$ cat src/rtl/ldfmt_pkg.sv
package ldfmt_pkg;

    typedef enum logic [2:0] {
        OP_PLAIN  = 3'd0,
        OP_EXP2   = 3'd1,
        OP_EXP4   = 3'd2,
        OP_ALIGNH = 3'd3,
        OP_ALIGNB = 3'd4
    } ld_op_e;

    typedef enum logic [1:0] {
        SZ_BYTE = 2'd0,
        SZ_HALF = 2'd1,
        SZ_WORD = 2'd2,
        SZ_DBL  = 2'd3
    } ld_size_e;

    typedef enum logic [1:0] {
        ST_IDLE,
        ST_FETCH,
        ST_DONE,
        ST_CANCEL
    } ld_state_e;

    typedef struct packed {
        ld_op_e   op;
        ld_size_e size;
        logic     sign;
    } ld_cmd_t;

endpackage

$ cat src/rtl/ldfmt_pred.sv
module ldfmt_pred #(
    parameter int PRED_W = 8
) (
    input  logic              pred_en,
    input  logic [1:0]        pred_sel,
    input  logic [PRED_W-1:0] pred_old,
    input  logic [PRED_W-1:0] pred_new,
    output logic              go
);
    logic picked;
    logic unused_hi;

    // only the least significant predicate bit carries the condition
    assign unused_hi = ^{pred_old[PRED_W-1:1], pred_new[PRED_W-1:1]};

    always_comb begin
        picked = pred_sel[1] ? pred_new[0] : pred_old[0];
        go     = !pred_en || (picked ^ pred_sel[0]);
    end
endmodule

$ cat src/rtl/ldfmt_shape.sv
module ldfmt_shape
    import ldfmt_pkg::*;
#(
    parameter int LANE_W = 8
) (
    input  ld_cmd_t                cmd,
    input  logic [8*LANE_W-1:0]    raw,
    output logic [8*LANE_W-1:0]    shaped
);
    localparam int PAIR_W = 8 * LANE_W;
    localparam int HALF_W = 2 * LANE_W;
    localparam int WORD_W = 4 * LANE_W;
    localparam int N_EXP  = 4;

    logic [HALF_W-1:0] lane_ext [N_EXP];
    logic [PAIR_W-1:0] plain;
    logic [PAIR_W-1:0] exp2;
    logic [PAIR_W-1:0] exp4;

    // each of the low four bytes widened to a half-word lane
    for (genvar g = 0; g < N_EXP; g++) begin : g_lane
        logic top_bit;
        assign top_bit     = cmd.sign & raw[g*LANE_W + LANE_W - 1];
        assign lane_ext[g] = {{LANE_W{top_bit}}, raw[g*LANE_W +: LANE_W]};
    end

    always_comb begin
        unique case (cmd.size)
            SZ_BYTE: plain = {{(PAIR_W-LANE_W){cmd.sign & raw[LANE_W-1]}}, raw[LANE_W-1:0]};
            SZ_HALF: plain = {{(PAIR_W-HALF_W){cmd.sign & raw[HALF_W-1]}}, raw[HALF_W-1:0]};
            SZ_WORD: plain = {{(PAIR_W-WORD_W){1'b0}}, raw[WORD_W-1:0]};
            SZ_DBL:  plain = raw;
            default: plain = raw;
        endcase
    end

    assign exp2 = {{(PAIR_W-2*HALF_W){1'b0}}, lane_ext[1], lane_ext[0]};
    assign exp4 = {lane_ext[3], lane_ext[2], lane_ext[1], lane_ext[0]};

    always_comb begin
        unique case (cmd.op)
            OP_EXP2: shaped = exp2;
            OP_EXP4: shaped = exp4;
            default: shaped = plain;
        endcase
    end
endmodule

$ cat src/rtl/ldfmt_align.sv
module ldfmt_align #(
    parameter int LANE_W = 8
) (
    input  logic                       half_mode,
    input  logic [2*LANE_W-1:0]        raw_lo,
    input  logic [8*LANE_W-1:LANE_W]   old_hi,
    output logic [8*LANE_W-1:0]        merged
);
    localparam int PAIR_W = 8 * LANE_W;
    localparam int HALF_W = 2 * LANE_W;

    always_comb begin
        if (half_mode)
            merged = {raw_lo, old_hi[PAIR_W-1:HALF_W]};
        else
            merged = {raw_lo[LANE_W-1:0], old_hi[PAIR_W-1:LANE_W]};
    end
endmodule

$ cat src/rtl/ldfmt_ctrl.sv
module ldfmt_ctrl
    import ldfmt_pkg::*;
(
    input  logic clk,
    input  logic rst_n,
    input  logic req_valid,
    input  logic pred_go,
    input  logic mem_valid,
    output logic mem_rd,
    output logic cmd_load,
    output logic res_capture,
    output logic res_clear,
    output logic res_we,
    output logic cancel
);
    ld_state_e state_q, state_d;

    always_ff @(posedge clk) begin
        if (!rst_n) state_q <= ST_IDLE;
        else        state_q <= state_d;
    end

    always_comb begin
        state_d = state_q;
        unique case (state_q)
            ST_IDLE:   if (req_valid) state_d = pred_go ? ST_FETCH : ST_CANCEL;
            ST_FETCH:  if (mem_valid) state_d = ST_DONE;
            ST_DONE:   state_d = ST_IDLE;
            ST_CANCEL: state_d = ST_IDLE;
            default:   state_d = ST_IDLE;
        endcase
    end

    always_comb begin
        mem_rd      = (state_q == ST_FETCH);
        res_we      = (state_q == ST_DONE) || (state_q == ST_CANCEL);
        cancel      = (state_q == ST_CANCEL);
        cmd_load    = (state_q == ST_IDLE) && req_valid && pred_go;
        res_clear   = (state_q == ST_IDLE) && req_valid && !pred_go;
        res_capture = (state_q == ST_FETCH) && mem_valid;
    end
endmodule

$ cat src/rtl/ldfmt_top.sv
module ldfmt_top
    import ldfmt_pkg::*;
#(
    parameter int LANE_W = 8,
    parameter int PRED_W = 8
) (
    input  logic                   clk,
    input  logic                   rst_n,
    input  logic                   req_valid,
    input  logic [2:0]             op,
    input  logic [1:0]             size,
    input  logic                   sign_ext,
    input  logic                   pred_en,
    input  logic [1:0]             pred_sel,
    input  logic [PRED_W-1:0]      pred_old,
    input  logic [PRED_W-1:0]      pred_new,
    input  logic [8*LANE_W-1:0]    old_pair,
    input  logic                   mem_valid,
    input  logic [8*LANE_W-1:0]    mem_data,
    output logic                   mem_rd,
    output logic                   res_we,
    output logic                   cancel,
    output logic [8*LANE_W-1:0]    res_data
);
    localparam int PAIR_W = 8 * LANE_W;
    localparam int HALF_W = 2 * LANE_W;

    logic                     pred_go;
    logic                     cmd_load, res_capture, res_clear;
    ld_cmd_t                  cmd_q;
    logic [PAIR_W-1:LANE_W]   old_q;
    logic [PAIR_W-1:0]        shaped, merged, formatted, res_q;
    logic                     unused_old_lo;

    assign unused_old_lo = ^old_pair[LANE_W-1:0];

    ldfmt_pred #(.PRED_W(PRED_W)) u_pred (
        .pred_en  (pred_en),
        .pred_sel (pred_sel),
        .pred_old (pred_old),
        .pred_new (pred_new),
        .go       (pred_go)
    );

    ldfmt_ctrl u_ctrl (
        .clk         (clk),
        .rst_n       (rst_n),
        .req_valid   (req_valid),
        .pred_go     (pred_go),
        .mem_valid   (mem_valid),
        .mem_rd      (mem_rd),
        .cmd_load    (cmd_load),
        .res_capture (res_capture),
        .res_clear   (res_clear),
        .res_we      (res_we),
        .cancel      (cancel)
    );

    always_ff @(posedge clk) begin
        if (!rst_n) begin
            cmd_q <= '{op: OP_PLAIN, size: SZ_BYTE, sign: 1'b0};
            old_q <= '0;
        end else if (cmd_load) begin
            cmd_q <= '{op: ld_op_e'(op), size: ld_size_e'(size), sign: sign_ext};
            old_q <= old_pair[PAIR_W-1:LANE_W];
        end
    end

    ldfmt_shape #(.LANE_W(LANE_W)) u_shape (
        .cmd    (cmd_q),
        .raw    (mem_data),
        .shaped (shaped)
    );

    ldfmt_align #(.LANE_W(LANE_W)) u_align (
        .half_mode (cmd_q.op == OP_ALIGNH),
        .raw_lo    (mem_data[HALF_W-1:0]),
        .old_hi    (old_q),
        .merged    (merged)
    );

    assign formatted = (cmd_q.op == OP_ALIGNH || cmd_q.op == OP_ALIGNB) ? merged : shaped;

    always_ff @(posedge clk) begin
        if (!rst_n)           res_q <= '0;
        else if (res_clear)   res_q <= '0;
        else if (res_capture) res_q <= formatted;
    end

    assign res_data = res_q;
endmodule

$ cat config.mk
export PLATFORM = sky130hd
export DESIGN_NAME = ldfmt_top
export DESIGN_NICKNAME = d
export VERILOG_FILES = /design/src/rtl/ldfmt_pkg.sv /design/src/rtl/ldfmt_pred.sv /design/src/rtl/ldfmt_shape.sv /design/src/rtl/ldfmt_align.sv /design/src/rtl/ldfmt_ctrl.sv /design/src/rtl/ldfmt_top.sv
export SDC_FILE = /design/constraint.sdc
export NUM_CORES = 1
export LEC_CHECK = 0
export ABC_CLOCK_PERIOD_IN_PS = 5390
export BUFFER_PORTS_ARGS = -buffer_cell sky130_fd_sc_hd__buf_2
export CORE_ASPECT_RATIO = 1.5
export CORE_MARGIN = 2
export CORE_UTILIZATION = 55
export DETAILED_ROUTE_END_ITERATION = 8
export PLACE_DENSITY = 0.89
export SKIP_CTS_REPAIR_TIMING = 1
export SLEW_MARGIN = 20
export SYNTH_ARGS = -nofsm -noshare
export SYNTH_HDL_FRONTEND = slang
export SYNTH_HIERARCHICAL = 1
export SYNTH_SLANG_ARGS = --single-unit
$ cat constraint.sdc
create_clock -name clk -period 5.39 [get_ports clk]
set_input_delay 1.078 -clock clk [delete_from_list [all_inputs] [get_ports clk]]
set_output_delay 1.078 -clock clk [all_outputs]
set_load 0.03 [all_outputs]
; ---- Word level (Yosys, flattened, before mapping)
; Cells that the tools add are included.
[word_totals]
register_bits = 128
word_cells = 47
input_bits = 157
out_inout_bits = 67
[op_classes]
muxes = 9
eq_ne = 12
n_bitwise = 6
n_reduce_logical = 14
[ops]
columns = op, n
row1 = $pmux 64 s4, 1
row2 = $mux 64, 2
row3 = $pmux 64 s2, 1
row4 = $eq 2x2->1 const B, 4
row5 = $eq 3x2->1 const B, 2
row6 = $mux 2, 3
row7 = $pmux 2 s3, 1
row8 = $and 1x1->1, 4
row9 = $eq 2x1->1 const B, 2
row10 = $logic_and 1x1->1, 4
row11 = $logic_not 2->1, 2
row12 = $ne 2x2->1 const B, 2
row13 = $reduce_or 2->1, 2
row14 = $eq 3x1->1 const B, 1
row15 = $eq 3x3->1 const B, 1
row16 = $logic_or 1x1->1, 3
row17 = $logic_not 1->1, 2
row18 = $reduce_and 2->1, 1
row19 = $mux 1, 1
row20 = $not 1->1, 1
row21 = $xor 1x1->1, 1

; ---- Longest topological paths before layout
; Gate-level depths: netlist (run 1).
[logic_depth]
ltp_word = 6
depth_mapped = 9
mapped_depth_nobuf = 6

; ---- Cells and area by module
; Netlist (run 1), hierarchy kept.
[modules_own_cells]
columns = mod, area_each_um2, seq_area_each_um2, cells_each, instances
row1 = ldfmt_top, 5651.7, 2522.4, 573, 1
row2 = ldfmt_shape, 1114.8, 0.0, 183, 1
row3 = ldfmt_align, 1077.3, 0.0, 71, 1
row4 = ldfmt_ctrl, 118.9, 40.0, 14, 1
row5 = ldfmt_pred, 31.3, 0.0, 4, 1

; ---- Worst setup path after synthesis (run 1)
; Ideal clock, no wire load.
[synth_timing]
path_kind = input port to flip-flop
from = input port pred_sel[1]
to = register res_q[13] (netlist: res_data[13])
setup_time_ns = 0.137
setup_slack_ns = 2.831
required_ns = 5.253
stages = 8
path_buffers = 2
arrival_ns = 2.422
cell_sequence = mux2i_1 mux2_1 nor4b_1 and2b_1 buf_4 clkbuf_1 o21ai_0 a31oi_1
[synth_between]
elab_chain_len = 6
[synth_rtl]
columns = element, line
row1 = "start, declared", ldfmt_top.sv:14  ; input logic [1:0] pred_sel,
row2 = $mux 1, ldfmt_pred.sv:17  ; picked = pred_sel[1] ? pred_new[0] : pred_old[0];
row3 = $xor 1x1->1, ldfmt_pred.sv:18  ; go = !pred_en || (picked ^ pred_sel[0]);
row4 = $logic_or 1x1->1, ldfmt_pred.sv:18
row5 = named net pred_go, ldfmt_top.sv:28  ; logic pred_go;
row6 = $logic_not 1->1, ldfmt_ctrl.sv:39  ; res_clear = (state_q == ST_IDLE) && req_valid && !pred_go;
row7 = $logic_and 1x1->1, ldfmt_ctrl.sv:39
row8 = named net res_clear, ldfmt_top.sv:29  ; logic cmd_load, res_capture, res_clear;
row9 = $reduce_or 2->1 (no source line), n/a
row10 = "end signal, assigned", ldfmt_top.sv:87  ; else if (res_capture) res_q <= formatted;
row11 = "end, declared", ldfmt_top.sv:32  ; logic [PAIR_W-1:0] shaped, merged, formatted, res_q;
; The timed path passes the listed nets, and every way through them passes these cells.
; A chain may end at the register's enable or synchronous reset.

; ---- Final worst setup path (run 1)
[layout_timing]
from = input port pred_sel[1]
to = register old_q[58] (netlist name)
[layout_between]
elab_chain_len = 4
[layout_rtl]
columns = element, line
row1 = $mux 1, ldfmt_pred.sv:17
row2 = $xor 1x1->1, ldfmt_pred.sv:18
row3 = $logic_or 1x1->1, ldfmt_pred.sv:18
row4 = named net pred_go, ldfmt_top.sv:28
row5 = $logic_and 1x1->1, ldfmt_ctrl.sv:38  ; cmd_load = (state_q == ST_IDLE) && req_valid && pred_go;
row6 = named net cmd_load, ldfmt_top.sv:29
row7 = "end signal, assigned", ldfmt_top.sv:65  ; old_q <= old_pair[PAIR_W-1:LANE_W];
row8 = "end, declared", ldfmt_top.sv:31  ; logic [PAIR_W-1:LANE_W] old_q;
; The timed path passes the listed nets, and every way through them passes these cells.

==> summary.md, run 1 <==
| Metric | Value |
|---|---|
| Post-synth ARST share | `0%` |
| Final #Nets | `1,131` |
| Compound-cell area share of the yosys netlist | `20.2%` |
| CP max FO | `44` |
| Initial antenna violation count | `1` |
| Critical path class | `input port to flip-flop` |
| Post-synth EDFFs | `0` |
| Die height | `152 um` |
| Crit-path most repeated cell | `mux2i_1` |
| Placed cell count | `1,150` |
| WL/cell | `20.1 um` |
| Final-report setup violation count | `0` |
| Reg2reg end | `res_data[44]$_SDFFE_PP0P_` |
| Post-Layout Cell Count | `1,184` |
| Htree depth | `4` |
| Ports | `224` |
| ANT nets after route | `0` |
| Pre-CTS setup slack | `2.08 ns` |
| Vias in the first global route | `6,842` |
| Path type of the worst min-delay path | `flip-flop to flip-flop` |
| Synth Flop Type | `dfxtp_1` |
| Post-synthesis simple-gate area fraction | `16.7%` |
| Worst setup SP type | `input port` |
| Outcome | `finished clean` |
| Clock tree from TritonCTS | `built` |
| End of the critical path | `old_q[58]$_SDFFE_PN0P_` |
| Main combinational cell family by area after synthesis | `multiplexers` |
| FF+latch count, synth | `128` |
| Critical path capture point type | `flip-flop` |
| Chip width | `102 um` |
| CP cell instances | `buf_2, mux2i_1, mux2_1, and4bb_4, buf_4, mux2i_1, nor2b_1` |
| Worst-path clk slew | `0.06 ns` |
| Grt total ovfl | `0` |
| Initial DRC Count | `460` |
| R2R cell count | `6` |
| Fin crit period | `2.91 ns` |
| Die footprint | `15,500 um2` |
| Post-Syn Nets | `1,002` |
| WL final | `23,800 um` |
| Max Freq | `344 MHz` |
| Vias | `7,158` |
| PwrDens | `297 nW/um2` |
| Crit path max-delay cell type | `and4bb_4` |
| Vias per cell | `6.05` |
| Worst path max stage delay | `0.86 ns` |
| CTS Root Cell | `clkbuf_16` |
| Tot GR Track Use | `30.4%` |
| Worst slew pin tran | `1.06 ns` |
| Fin. Hold Viols | `0` |
| Detailed placer's ending HPWL | `16,400 um` |
| Worst vdd ir | `166 uV` |
| Clock Skews | `0.00983 ns` |
| Final hold slack | `0.509 ns` |
| Max-cap violations | `0` |
| Worst R2R Start | `cmd_q[5]$_SDFFE_PN0P_` |
| Worst Hold Launch | `res_data[59]$_SDFFE_PP0P_` |
| Layout cells sized above 1 | `38.2%` |
| Placed inst area | `8580 um2` |
| Final period utilization | `54.0%` |
| Area Overhead vs Synth | `14.6%` |
| Cell variety after synth | `39` |
| Syn Std Cell Area | `7990 um2` |
| CP arrival | `3.21 ns` |
| Synth Area per Inst | `9.46 um2` |
| Routability congestion estimate from global placement | `0.911` |
| Cells after Synth | `845` |
| Num CTS Buffers | `17` |
| Clock Path Buffers | `2` |
| First-pass GRT wire length | `36,200 um` |
| Register area share after synthesis | `32.1%` |
| Core Footprint | `14,400 um2` |
| Rows | `54` |
| DRC viols | `0` |
| Slew HR | `29.2%` |
| Worst Path Required | `5.69 ns` |
| Synth Warn # | `6` |
| Port buffer count | `201` |
| Largest net degree at the start of global routing | `129` |
| Slew Viols, Final | `0` |
| Setup ws final | `2.48 ns` |
| Fin Setup TNS | `0 ns` |
| Detailed Routing Iterations Pass 1 | `5` |
| LEAKAGE | `3.68 nW` |
| Crit path launch | `pred_sel[1]` |
| Mux cell area share after synthesis | `21.0%` |
| Post-Synth Adder-Cell Area | `0%` |
| Starting density of the core | `55.5%` |
| Register-to-register setup slack | `2.69 ns` |
| Clock sinks | `128` |
| Clock latency on the worst-skew pair | `0.42 ns` |
| Post-synthesis xor/xnor area fraction | `0.110%` |
| RSZ-0062 raised after global routing | `false` |
| Fin area | `9160 um2` |
==> state kept, by name, indices dropped and copies added (netlist names) <==
register / cells
cmd_q: 6
old_q: 56
u_ctrl/state_q: 2
res_data: 64
==> layout by cell type, fill, tap and decap left out, drive strengths merged, types with 3 or more instances in the layout <==
cell type	synthesis	layout
buf	68	212
o21ai	168	168
dfxtp	128	128
a31oi	72	72
mux2i	71	71
mux2	66	66
nor2b	64	64
nand3	64	64
a22oi	40	40
nand2	30	30
clkbuf	33	21
inv	10	10
clkinv	0	9
nor3	8	8
and2	3	3
nor3b	3	3
==> how the worst min path moves through the flow <==
stage / to / slack (ns) / depth (start not counted)
global route: res_data[62]$_SDFFE_PP0P_ / 0.54 / 2
finish: res_data[59]$_SDFFE_PP0P_ / 0.51 / 2
CTS: res_data[7]$_SDFFE_PP0P_ / 0.51 / 2
floorplan: old_q[8]$_SDFFE_PN0P_ / 0.48 / 2
global placement: res_data[6]$_SDFFE_PP0P_ / 0.50 / 2
detailed placement: res_data[59]$_SDFFE_PP0P_ / 0.50 / 2
==> kinds of logic after synthesis <==
kind of cell / Yosys count
multiplexers: 137
flip-flops: 128
AO/OA/AOI/OAI: 282
AND/OR/NAND/NOR: 185
buffers and inverters: 112
XOR/XNOR: 1
==> through the flow <==
step | total power [mW] | utilization (%)
final | 2.72 | 63.6
after CTS | 2.72 | 63.4
after floorplan | 1.49 | -
after detailed placement | 1.63 | 59.6
after global routing | 2.81 | 63.6
after global placement | 1.62 | 59.6
==> where the power goes <==
part           internal, mW  total (mW)  switching (mW)
registers              1.01        1.07          0.0602
clock network         0.653        1.09           0.433
logic                 0.228       0.559           0.331
==> cell usage after synthesis, types with 8 or more instances <==
cell | number | area (um2)
a22oi_1 | 40 | 300
a31oi_1 | 72 | 450
buf_12 | 12 | 240
buf_2 | 24 | 120
buf_4 | 28 | 210
clkbuf_1 | 25 | 93.8
clkbuf_2 | 8 | 40.0
dfxtp_1 | 128 | 2560
inv_1 | 9 | 33.8
mux2_4 | 60 | 901
mux2i_1 | 71 | 711
nand2_1 | 30 | 113
nand3_2 | 60 | 601
nor2b_1 | 64 | 400
nor3_1 | 8 | 40.0
o21ai_0 | 119 | 596
o21ai_1 | 49 | 245
==> final cells by class <==
| type | count | area, um2 |
|---|---|---|
| diodes | 1 | 2.50 |
| clock buffers | 21 | 460 |
| clock inverters | 11 | 90.1 |
| fillers | 1188 | 5230 |
| inverters | 10 | 40.0 |
| multi-input cells | 605 | 4650 |
| flip-flops and latches | 128 | 2560 |
| well taps | 196 | 245 |
| repair buffers | 212 | 1110 |
==> worst max-delay path, delay by kind of cell <==
family	cells	cell delay [ns]
multiplexers	3	0.63
AND/OR/NAND/NOR	2	0.92
buffers and inverters	2	0.54
==> layer usage <==
metal / vias to the layer above / global-route usage, % / wire [um]
met5: - / 0 / 0
li1: 3339 / - / -
met3: 93 / 6.42 / 2000
met1: 3298 / 36.6 / 9000
met4: 0 / 20.1 / 1430
met2: 428 / 48.1 / 11400
Note: power is estimated with default switching activity, not from simulation.
==> run 2: changes to the inputs <==
- ABC_AREA: default -> 1
- ABC_CLOCK_PERIOD_IN_PS: 5390 -> 2700
- CORE_UTILIZATION: 55 -> 53
- PLACE_DENSITY: 0.89 -> 0.86
- clock period: 5.39 -> 2.7 ns (I/O delays scaled with it)
==> run 2 against run 1 <==
Critical path depth is 2 higher. Final cell count is 47% higher. Non-clock buffer count is 11 higher. Design area is 4.4% higher. Core utilization is 0.087 points higher. Combinational power grew to 2.5 times the previous value. Sequential cell count stayed put. Clock-buffer cell count is 3 lower. Via count is 34% higher. First-iteration DRC count is 110% higher. Clock power is 97% higher. Worst setup slack worse by 2.0 ns. Critical path type is now flip-flop to flip-flop. Critical endpoint is now res_data[0]$_SDFFE_PP0P_.
==> summary.md, run 2 <==
| Metric | Value |
|---|---|
| Initial DRC Count | `950` |
| Final-report setup violation count | `0` |
| Synth Area per Inst | `5.77 um2` |
| Vias per cell | `5.50` |
| Commonest cells in the netlist | `nand2_1, nand3_1, nor2_1, dfxtp_1, inv_1` |
| Compound-cell area share of the yosys netlist | `4.72%` |
| R2R cell count | `9` |
| Vias in the first global route | `8,544` |
| Setup ws final | `0.503 ns` |
| Final period utilization | `81.4%` |
| Die footprint | `16,300 um2` |
| Post-synthesis simple-gate area fraction | `50.7%` |
| Num CTS Buffers | `17` |
| ANT nets after route | `0` |
| Post-Synth Adder-Cell Area | `0%` |
| CTS Root Cell | `clkbuf_16` |
| Register-to-register setup slack | `0.50 ns` |
| Clock power frac | `37.3%` |
| Crit-path most repeated cell | `nand2_1` |
| Largest net degree at the start of global routing | `65` |
| Slew HR | `26.1%` |
| Fin Setup TNS | `0 ns` |
| Core Footprint | `15,000 um2` |
| Worst path max stage delay | `0.67 ns` |
| Crit path max-delay cell type | `dfxtp_1` |
| Final core occ | `63.7%` |
| Area Overhead vs Synth | `17.9%` |
| Final #Nets | `1,686` |
| LEAKAGE | `5.35 nW` |
| Clock tree from TritonCTS | `built` |
| Crit path launch | `cmd_q[3]$_SDFFE_PN0P_` |
| First-pass GRT wire length | `42,300 um` |
| CP top delay family | `simple AND/OR/NAND/NOR gates` |
| Post-Syn Nets | `1,562` |
| Worst vdd ir | `436 uV` |
| Routability congestion estimate from global placement | `0.954` |
| Ports | `224` |
| Htree depth | `4` |
| Critical path class | `flip-flop to flip-flop` |
| Cell variety after synth | `21` |
| FF+latch count, synth | `128` |
| Synth Warn # | `6` |
| Die height | `155 um` |
| Clock latency on the worst-skew pair | `0.42 ns` |
| Main combinational cell family by area after synthesis | `simple AND/OR/NAND/NOR gates` |
| Worst R2R Start | `cmd_q[3]$_SDFFE_PN0P_` |
| CP Depth | `9` |
| Vias | `9,584` |
| Commonest non-fill, non-tap cell in the layout | `nand2_1` |
| Worst Path Required | `3.06 ns` |
| Largest cells by area after synthesis | `dfxtp_1, nand2_1, nand3_1` |
| Slew Viols, Final | `0` |
| Max-cap violations | `0` |
| Post-synth ARST share | `0%` |
| Layout cells sized above 1 | `17.9%` |
| Rows | `55` |
| Clock Skews | `0.0112 ns` |
| Starting density of the core | `54.0%` |
| Register area share after synthesis | `31.6%` |
| Pre-CTS setup slack | `0.572 ns` |
| Initial antenna violation count | `1` |
| Placed inst area | `9010 um2` |
| RSZ-0062 raised after global routing | `false` |
| CP arrival | `2.56 ns` |
| Syn Std Cell Area | `8110 um2` |
| Clock sinks | `128` |
| Comb power frac | `24.5%` |
| P_int | `3.79 mW` |
| Fin crit period | `2.20 ns` |
| CP cell instances | `nand3_2, inv_2, buf_4, nand2_1, nand2_1, nand3_1, nand3_1, nand2_1, inv_1` |
| Tot GR Track Use | `32.4%` |
| Synth Flop Type | `dfxtp_1` |
| Worst setup SP type | `flip-flop` |
| WL/cell | `15.5 um` |
| Detailed Routing Iterations Pass 1 | `8` |
| CP max FO | `64` |
| Post-synthesis xor/xnor area fraction | `0%` |
| Grt total ovfl | `0` |
| DRC viols | `0` |
| Post-synth top area share | `31.6%` |
| Chip width | `105 um` |
| Outcome | `finished clean` |
| Critical path capture point type | `flip-flop` |
| Buf/Inv on CP | `3` |
| Cells after Synth | `1,405` |
| Tot Pwr | `5.76 mW` |
| Worst slew pin tran | `1.11 ns` |
| Cell taking the most area after synthesis | `dfxtp_1` |
| Port buffer count | `201` |
| Detailed placer's ending HPWL | `18,400 um` |
| Mux cell area share after synthesis | `0%` |
| Reg power frac | `38.1%` |
| Count leader, synth | `nand2_1` |
| Post-synth EDFFs | `0` |
| Max Freq | `455 MHz` |
| Switching portion of total power | `34.2%` |
| Path type of the worst min-delay path | `input port to flip-flop` |
| Worst-path clk slew | `0.06 ns` |
| End of the critical path | `res_data[0]$_SDFFE_PP0P_` |
| NetSw | `1.97 mW` |
| Clock Path Buffers | `2` |
| Most frequent cells in the layout | `nand2_1, nand3_1, nor2_1, buf_2, dfxtp_1` |
| Fin. Hold Viols | `0` |
| WL final | `27,000 um` |
| Max reg flops | `64` |
| PwrDens | `602 nW/um2` |
| Fin area | `9560 um2` |
| Reg2reg end | `res_data[0]$_SDFFE_PP0P_` |
run 2: routing by layer:
metal	wire (um)	vias up	global-route usage [%]
met5	0	-	0
met3	2480	106	5.32
met2	13000	550	55.0
met1	9820	4257	37.9
li1	-	4671	-
met4	1690	0	20.4
run 2: per-stage QoR:
| step | hold WS (ns) | cells |
|---|---|---|
| 6_report | 0.342 | 1741 |
| 5_1_grt | 0.358 | 1741 |
| 4_1_cts | 0.334 | 1740 |
| 3_5_place_dp | 0.488 | 1709 |
| 3_3_place_gp | 0.480 | 1709 |
| 2_1_floorplan | 0.463 | 1405 |
run 2: power by group through the flow:
stage,sequential (mW),combinational (mW),clock (mW)
floorplan,2.28,0.920,0
global placement,2.22,1.37,0
detailed placement,2.23,1.39,0
CTS,2.19,1.40,2.16
global route,2.21,1.57,2.26
finish,2.20,1.41,2.15
run 2: worst min path at each step:
stage	slack [ns]	to	startpoint	cells past startpoint
global placement	0.48	old_q[9]$_SDFFE_PN0P_	old_q[9]$_SDFFE_PN0P_	2
detailed placement	0.49	old_q[12]$_SDFFE_PN0P_	old_q[12]$_SDFFE_PN0P_	2
floorplan	0.46	old_q[10]$_SDFFE_PN0P_	old_q[10]$_SDFFE_PN0P_	2
global route	0.36	old_q[42]$_SDFFE_PN0P_	old_pair[42]	3
finish	0.34	old_q[20]$_SDFFE_PN0P_	old_pair[20]	3
CTS	0.33	old_q[14]$_SDFFE_PN0P_	old_pair[14]	3
run 2: final cells by class:
class | count | area, um2
fill | 1484 | 5440
inverter | 99 | 377
multi-input combinational | 1060 | 4530
sequential | 128 | 2560
clock buffer | 18 | 429
timing repair buffer | 223 | 1300
antenna | 1 | 2.50
clock inverter | 13 | 118
tap | 199 | 249
run 2: worst register-to-register path: stages (launching register included):
cell     delay [ns]
dfxtp_1        0.67
nand3_2        0.17
inv_2          0.10
buf_4          0.55
nand2_1        0.26
nand2_1        0.13
nand3_1        0.07
nand3_1        0.10
nand2_1        0.05
inv_1          0.04
run 2: cells by family (layout without fill, tap and decap cells):
family / Yosys count / count (layout)
buf+inv: 217 / 353
compound gates: 75 / 75
flops: 128 / 128
other cells: 0 / 1
simple gates: 985 / 985
